### config.mk
export PLATFORM = sky130hd
export DESIGN_NAME = portout_exec
export DESIGN_NICKNAME = d
export VERILOG_FILES = /design/src/rtl/portout_pkg.sv /design/src/rtl/portout_decode.sv /design/src/rtl/portout_perm_walk.sv /design/src/rtl/portout_exec.sv
export SDC_FILE = /design/constraint.sdc
export NUM_CORES = 1
export LEC_CHECK = 0
export BUFFER_PORTS_ARGS = -buffer_cell sky130_fd_sc_hd__buf_2
export CORE_ASPECT_RATIO = 0.8
export CORE_MARGIN = 8
export CORE_UTILIZATION = 39
export CTS_CLUSTER_SIZE = 30
export DETAILED_ROUTE_END_ITERATION = 8
export GPL_TIMING_DRIVEN = 0
export PLACE_DENSITY = 0.71
export RECOVER_POWER = 100
export SLEW_MARGIN = 30
export SYNTH_ARGS = -nofsm -noshare
export SYNTH_HDL_FRONTEND = slang
export SYNTH_SLANG_ARGS = --single-unit
### constraint.sdc
create_clock -name clk -period 3.9 [get_ports clk]
set_clock_uncertainty 0.2 [all_clocks]
set_input_delay 0.78 -clock clk [delete_from_list [all_inputs] [get_ports clk]]
set_output_delay 0.78 -clock clk [all_outputs]
set_load 0.05 [all_outputs]
### src/rtl/portout_pkg.sv
package portout_pkg;
  typedef enum logic [1:0] {
    ST_IDLE  = 2'd0,
    ST_CHECK = 2'd1,
    ST_WRITE = 2'd2,
    ST_DRAIN = 2'd3
  } pout_state_e;

  localparam logic [7:0] OPC_IMM_BYTE = 8'hE6;
  localparam logic [7:0] OPC_IMM_SIZED = 8'hE7;
  localparam logic [7:0] OPC_DX_BYTE  = 8'hEE;
  localparam logic [7:0] OPC_DX_SIZED = 8'hEF;
endpackage

### src/rtl/portout_decode.sv
module portout_decode
  import portout_pkg::*;
#(
  parameter int ADDR_W = 16,
  parameter int DATA_W = 32,
  parameter int PL_W   = 2,
  localparam int BE_W  = DATA_W / 8
) (
  input  logic [7:0]        opcode,
  input  logic [7:0]        imm8,
  input  logic [ADDR_W-1:0] dx,
  input  logic [DATA_W-1:0] acc,
  input  logic              opsize32,
  input  logic              pe,
  input  logic [PL_W-1:0]   cpl,
  input  logic [PL_W-1:0]   iopl,
  input  logic              vm,
  output logic              legal,
  output logic              need_chk,
  output logic [ADDR_W-1:0] addr,
  output logic [1:0]        last_off,
  output logic [BE_W-1:0]   be,
  output logic [DATA_W-1:0] data
);
  logic use_dx;
  logic sized;

  always_comb begin
    legal  = (opcode == OPC_IMM_BYTE) || (opcode == OPC_IMM_SIZED) ||
             (opcode == OPC_DX_BYTE)  || (opcode == OPC_DX_SIZED);
    use_dx = (opcode == OPC_DX_BYTE) || (opcode == OPC_DX_SIZED);
    sized  = (opcode == OPC_IMM_SIZED) || (opcode == OPC_DX_SIZED);
    addr   = use_dx ? dx : {{(ADDR_W-8){1'b0}}, imm8};
    if (!sized)        last_off = 2'd0;
    else if (opsize32) last_off = 2'd3;
    else               last_off = 2'd1;
    need_chk = pe && ((cpl > iopl) || vm);
  end

  for (genvar g = 0; g < BE_W; g++) begin : g_lane
    localparam int unsigned LANE = g;
    assign be[g]            = (LANE <= 32'(last_off));
    assign data[8*g +: 8]   = be[g] ? acc[8*g +: 8] : 8'h00;
  end
endmodule

### src/rtl/portout_perm_walk.sv
module portout_perm_walk #(
  parameter int ADDR_W = 16
) (
  input  logic              clk,
  input  logic              rst_n,
  input  logic              load,
  input  logic [ADDR_W-1:0] base,
  input  logic [1:0]        last_off,
  input  logic              step,
  output logic [ADDR_W-1:0] idx,
  output logic              at_last
);
  logic [ADDR_W-1:0] base_q;
  logic [1:0]        last_q;
  logic [1:0]        off_q;
  logic [1:0]        off_n;

  always_comb begin
    off_n = off_q;
    if (load)      off_n = 2'd0;
    else if (step) off_n = off_q + 2'd1;
  end

  always_ff @(posedge clk or negedge rst_n) begin
    if (!rst_n) begin
      base_q <= '0;
      last_q <= '0;
      off_q  <= '0;
    end else begin
      if (load) begin
        base_q <= base;
        last_q <= last_off;
      end
      if (load || step) off_q <= off_n;
    end
  end

  assign idx     = base_q + ADDR_W'(off_q);
  assign at_last = (off_q == last_q);
endmodule

### src/rtl/portout_exec.sv
module portout_exec
  import portout_pkg::*;
#(
  parameter int ADDR_W = 16,
  parameter int DATA_W = 32,
  parameter int PL_W   = 2,
  parameter int ERR_W  = 16,
  localparam int BE_W  = DATA_W / 8
) (
  input  logic              clk,
  input  logic              rst_n,
  input  logic              start,
  input  logic [7:0]        opcode,
  input  logic [7:0]        imm8,
  input  logic [ADDR_W-1:0] dx,
  input  logic [DATA_W-1:0] acc,
  input  logic              opsize32,
  input  logic              pe,
  input  logic [PL_W-1:0]   cpl,
  input  logic [PL_W-1:0]   iopl,
  input  logic              vm,
  output logic              busy,
  output logic              done,
  output logic              fault,
  output logic [ERR_W-1:0]  err_code,
  output logic              perm_req,
  output logic [ADDR_W-1:0] perm_idx,
  input  logic              perm_vld,
  input  logic              perm_bit,
  output logic              io_stb,
  output logic [ADDR_W-1:0] io_addr,
  output logic [DATA_W-1:0] io_data,
  output logic [BE_W-1:0]   io_be,
  input  logic              io_ack,
  input  logic              wbe
);
  // reset: asserted at once, released through two flops
  logic [1:0] rst_sync_q;
  logic       rst_int_n;

  always_ff @(posedge clk or negedge rst_n) begin
    if (!rst_n) rst_sync_q <= 2'b00;
    else        rst_sync_q <= {rst_sync_q[0], 1'b1};
  end
  assign rst_int_n = rst_sync_q[1];

  logic              dec_legal, dec_chk;
  logic [ADDR_W-1:0] dec_addr;
  logic [1:0]        dec_last;
  logic [BE_W-1:0]   dec_be;
  logic [DATA_W-1:0] dec_data;

  portout_decode #(.ADDR_W(ADDR_W), .DATA_W(DATA_W), .PL_W(PL_W)) u_dec (
    .opcode(opcode), .imm8(imm8), .dx(dx), .acc(acc), .opsize32(opsize32),
    .pe(pe), .cpl(cpl), .iopl(iopl), .vm(vm),
    .legal(dec_legal), .need_chk(dec_chk), .addr(dec_addr),
    .last_off(dec_last), .be(dec_be), .data(dec_data)
  );

  pout_state_e st_q, st_n;
  logic        accept, walk_step, walk_last, done_n, fault_n;

  portout_perm_walk #(.ADDR_W(ADDR_W)) u_walk (
    .clk(clk), .rst_n(rst_int_n), .load(accept), .base(dec_addr),
    .last_off(dec_last), .step(walk_step), .idx(perm_idx), .at_last(walk_last)
  );

  // next-state logic
  always_comb begin
    st_n      = st_q;
    accept    = 1'b0;
    walk_step = 1'b0;
    done_n    = 1'b0;
    fault_n   = 1'b0;
    case (st_q)
      ST_IDLE: if (start && dec_legal) begin
        accept = 1'b1;
        st_n   = dec_chk ? ST_CHECK : ST_WRITE;
      end
      ST_CHECK: if (perm_vld) begin
        if (perm_bit) begin
          fault_n = 1'b1;
          st_n    = ST_IDLE;
        end else if (walk_last) begin
          st_n = ST_WRITE;
        end else begin
          walk_step = 1'b1;
        end
      end
      ST_WRITE: if (io_ack) st_n = ST_DRAIN;
      ST_DRAIN: if (wbe) begin
        done_n = 1'b1;
        st_n   = ST_IDLE;
      end
      default: st_n = ST_IDLE;
    endcase
  end

  logic [ADDR_W-1:0] addr_q;
  logic [BE_W-1:0]   be_q;
  logic [DATA_W-1:0] data_q;
  logic              done_q, fault_q;

  // registers
  always_ff @(posedge clk or negedge rst_int_n) begin
    if (!rst_int_n) begin
      st_q    <= ST_IDLE;
      addr_q  <= '0;
      be_q    <= '0;
      data_q  <= '0;
      done_q  <= 1'b0;
      fault_q <= 1'b0;
    end else begin
      st_q    <= st_n;
      done_q  <= done_n;
      fault_q <= fault_n;
      if (accept) begin
        addr_q <= dec_addr;
        be_q   <= dec_be;
        data_q <= dec_data;
      end
    end
  end

  assign busy     = (st_q != ST_IDLE);
  assign perm_req = (st_q == ST_CHECK);
  assign io_stb   = (st_q == ST_WRITE);
  assign io_addr  = addr_q;
  assign io_data  = data_q;
  assign io_be    = be_q;
  assign done     = done_q;
  assign fault    = fault_q;
  assign err_code = '0;
endmodule

==> out/results.txt <==
status: finished with violations
failing checks: capacitance limit, slew limit
IO Pins: 167
HP Start: rst_sync_q[0]
post-route minimum period: 3.67 ns
Data arrival, critical path: 2.69 ns
H-tree depth: 3
P_leak: 2.20 nW
worst slew pin tran: 1.64 ns
Synth top area share: 0.489
ANT cells: 0
Die W: 116 um
total die area: 11100 sq um
maxcap violations: 1
R2R Path Start: st_q[0]
vias in the first global route: 2959
# rows: 29
average cell area after synthesis: 9.24 sq um
Unique masters post-synth: 42
Bufs on Longest Clock Path: 2
Reg2Reg Capture Point: u_walk.base_q[9]
largest net degree at the start of global routing: 32
number of DRC markers in iteration 0: 103
max-slew violation total from the final report: 32
CTS clk-pin slew, worst paths: 0.07 ns
DR vias/cell: 4.54
Detailed Routing Iterations Pass 1: 4
RSZ-0062 raised after global routing: no
Setup crit end kind: primary output
Worst Hold Path EP: rst_sync_q[1]
CTS Sinks: 61
Worst setup SP type: flip-flop
setup TNS: 0 ns
top cells by area, synth: dfrtp_1 (49%), nand2_1 (13%), nand3_1 (6.1%), buf_4 (4.1%), xnor2_1 (3.6%)
initial antenna violation count: 0
met2 WL: 4370 um
die height: 96.0 um
ys async rst share: 1.00
setup bufs post-CTS: 0
grt ovf: 0
GPL Wtd Cong: 0.803
Initial Util: 0.398
VDD IR max: 0.000335 V
drt drc: 0
clock tree root buffer cell: clkbuf_8
drt total wl: 8930 um
endpoints failing hold: 0
met3 WL: 885 um
post-route ant nets: 0
nets@finish: 598
cells on worst reg2reg path: 6
power per cell area: 552 nW/um^2
sequential share of the synthesized area: 0.489
ratio of cells with drive above 1 in the final layout: 0.235
Crit path required time: 2.92 ns
EDFF count, synth: 0
register area: 1530 sq um
port bufs: 149
fill count: 801
most instantiated cells after synthesis: nand2_1 (111), dfrtp_1 (61), nand3_1 (38)
worst hold path type: flip-flop to flip-flop
Synth warnings: 0
CP max FO: 5
total core area: 7840 sq um
synthesized instance count: 338
Critical path origin: u_walk.off_q[0]
WL met1: 3570 um
multi-input logic area: 1300 sq um
main flop type after synthesis: dfrtp_1
total CTS buffers: 9
Max Fclk: 272 MHz
Top Metal Used: met4
area growth from synthesis to layout: 32.4%
first-pass GRT wire length: 14100 um
TritonCTS clock tree: yes
worst skew pair latency: 0.33 ns
routed len/inst: 14.2 um
crit path kind: flip-flop to primary output
register bit total from synthesis: 61
final setup fails: 0
top cell type by total area after synthesis: dfrtp_1
most common cell in the netlist: nand2_1
Vias: 2853
Placement Setup Slack: 0.601 ns
Max-slew headroom: -0.0947
final worst slack: 0.227 ns
Tcrit/Tclk final: 0.942
utilization after layout: 0.527
FF-to-FF setup slack: 0.98 ns
mapped cell area: 3120 sq um
GRT Overall Usage: 0.161
dpl hpwl: 7270 um
worst hold stages: 0
[what timing repair did]
item,CTS,global route
setup endpoints to repair,0,0
hold buffers,0,1
endpoints found under the hold margin,0,2
resized for setup,0,0
[how the worst max path moves through the flow]
| stage | end | slack (ns) | cells past startpoint |
|---|---|---|---|
| after global placement | perm_idx[10] | 0.66 | 7 |
| after global routing | perm_idx[10] | 0.02 | 7 |
| final | perm_idx[14] | 0.23 | 7 |
| after CTS | perm_idx[14] | 0.22 | 7 |
| after floorplan | perm_idx[8] | 0.18 | 6 |
| after detailed placement | perm_idx[10] | 0.60 | 7 |
[report_power, final]
group | internal (mW) | switching [mW] | leakage (nW)
Sequential | 0.718 | 0.0743 | 0.823
Combinational | 0.191 | 0.666 | 1.27
Clock | 0.396 | 0.238 | 0.110
Total | 1.30 | 0.978 | 2.20
[critical path: stages, from the launching register on]
cell and delay (ns):
dfrtp_1 0.43, ha_1 0.20, inv_1 0.06, fa_1 0.45, nor3b_1 0.55, nand3_1 0.19
xnor2_1 0.20, buf_2 0.29
[final cells by class]
cell class                      count  area share
Sequential cell                    61       0.369
Multi-Input combinational cell    246       0.315
Timing Repair Buffer              151       0.163
Buffer                             36      0.0566
Clock buffer                       13      0.0384
Tap cell                          108      0.0327
Clock inverter                      3      0.0163
Inverter                           10     0.00908
[placed cells by master, fill, tap and decap left out, drive strengths merged, types with 2 or more instances in the layout]
cell type  instances
nor2               5
or2                3
xor2               5
ha                 4
nand2            111
bufinv             2
o211ai             2
mux2i              8
nand3             38
conb              17
inv               10
and4               2
o21ai             14
nor2b              2
and3               3
dfrtp             61
clkbuf           101
nor3b              2
buf               98
nand4              2
xnor2             13
[layer usage]
layer | GRT usage | vias up
met1 | 0.186 | 1316
li1 | - | 1419
met5 | 0 | -
met4 | 0.0355 | 0
met2 | 0.271 | 108
met3 | 0.0715 | 10
[per-stage QoR]
stage	hold WS, ns	cells	area [sq um]	power, mW
6_report	0.157	628	4130	2.28
4_1_cts	0.00427	627	4310	2.36
3_3_place_gp	0.137	610	4060	1.69
3_5_place_dp	0.0682	611	4080	1.72
2_1_floorplan	0.131	353	3180	1.49
5_1_grt	0.166	628	4130	2.40
[state kept, by name, indices dropped and copies added, names as in the netlist]
| signal | count |
|---|---|
| done | 1 |
| fault | 1 |
| io_be | 3 |
| io_data | 32 |
| rst_sync_q | 2 |
| st_q | 2 |
| u_walk.base_q | 16 |
| u_walk.last_q | 2 |
| u_walk.off_q | 2 |
[kinds of logic (layout without fill, tap and decap cells)]
group / Yosys count / count (layout) / share of synthesized area
flops: 61 / 61 / 0.489
other cells: 2 / 17 / 0.00241
simple gates: 176 / 176 / 0.256
fa+ha+maj: 5 / 5 / 0.0224
buf+inv: 46 / 213 / 0.101
mux: 8 / 8 / 0.0257
compound gates: 22 / 22 / 0.0529
xor+xnor: 18 / 18 / 0.0505
Power figures use the tool's default switching activity.
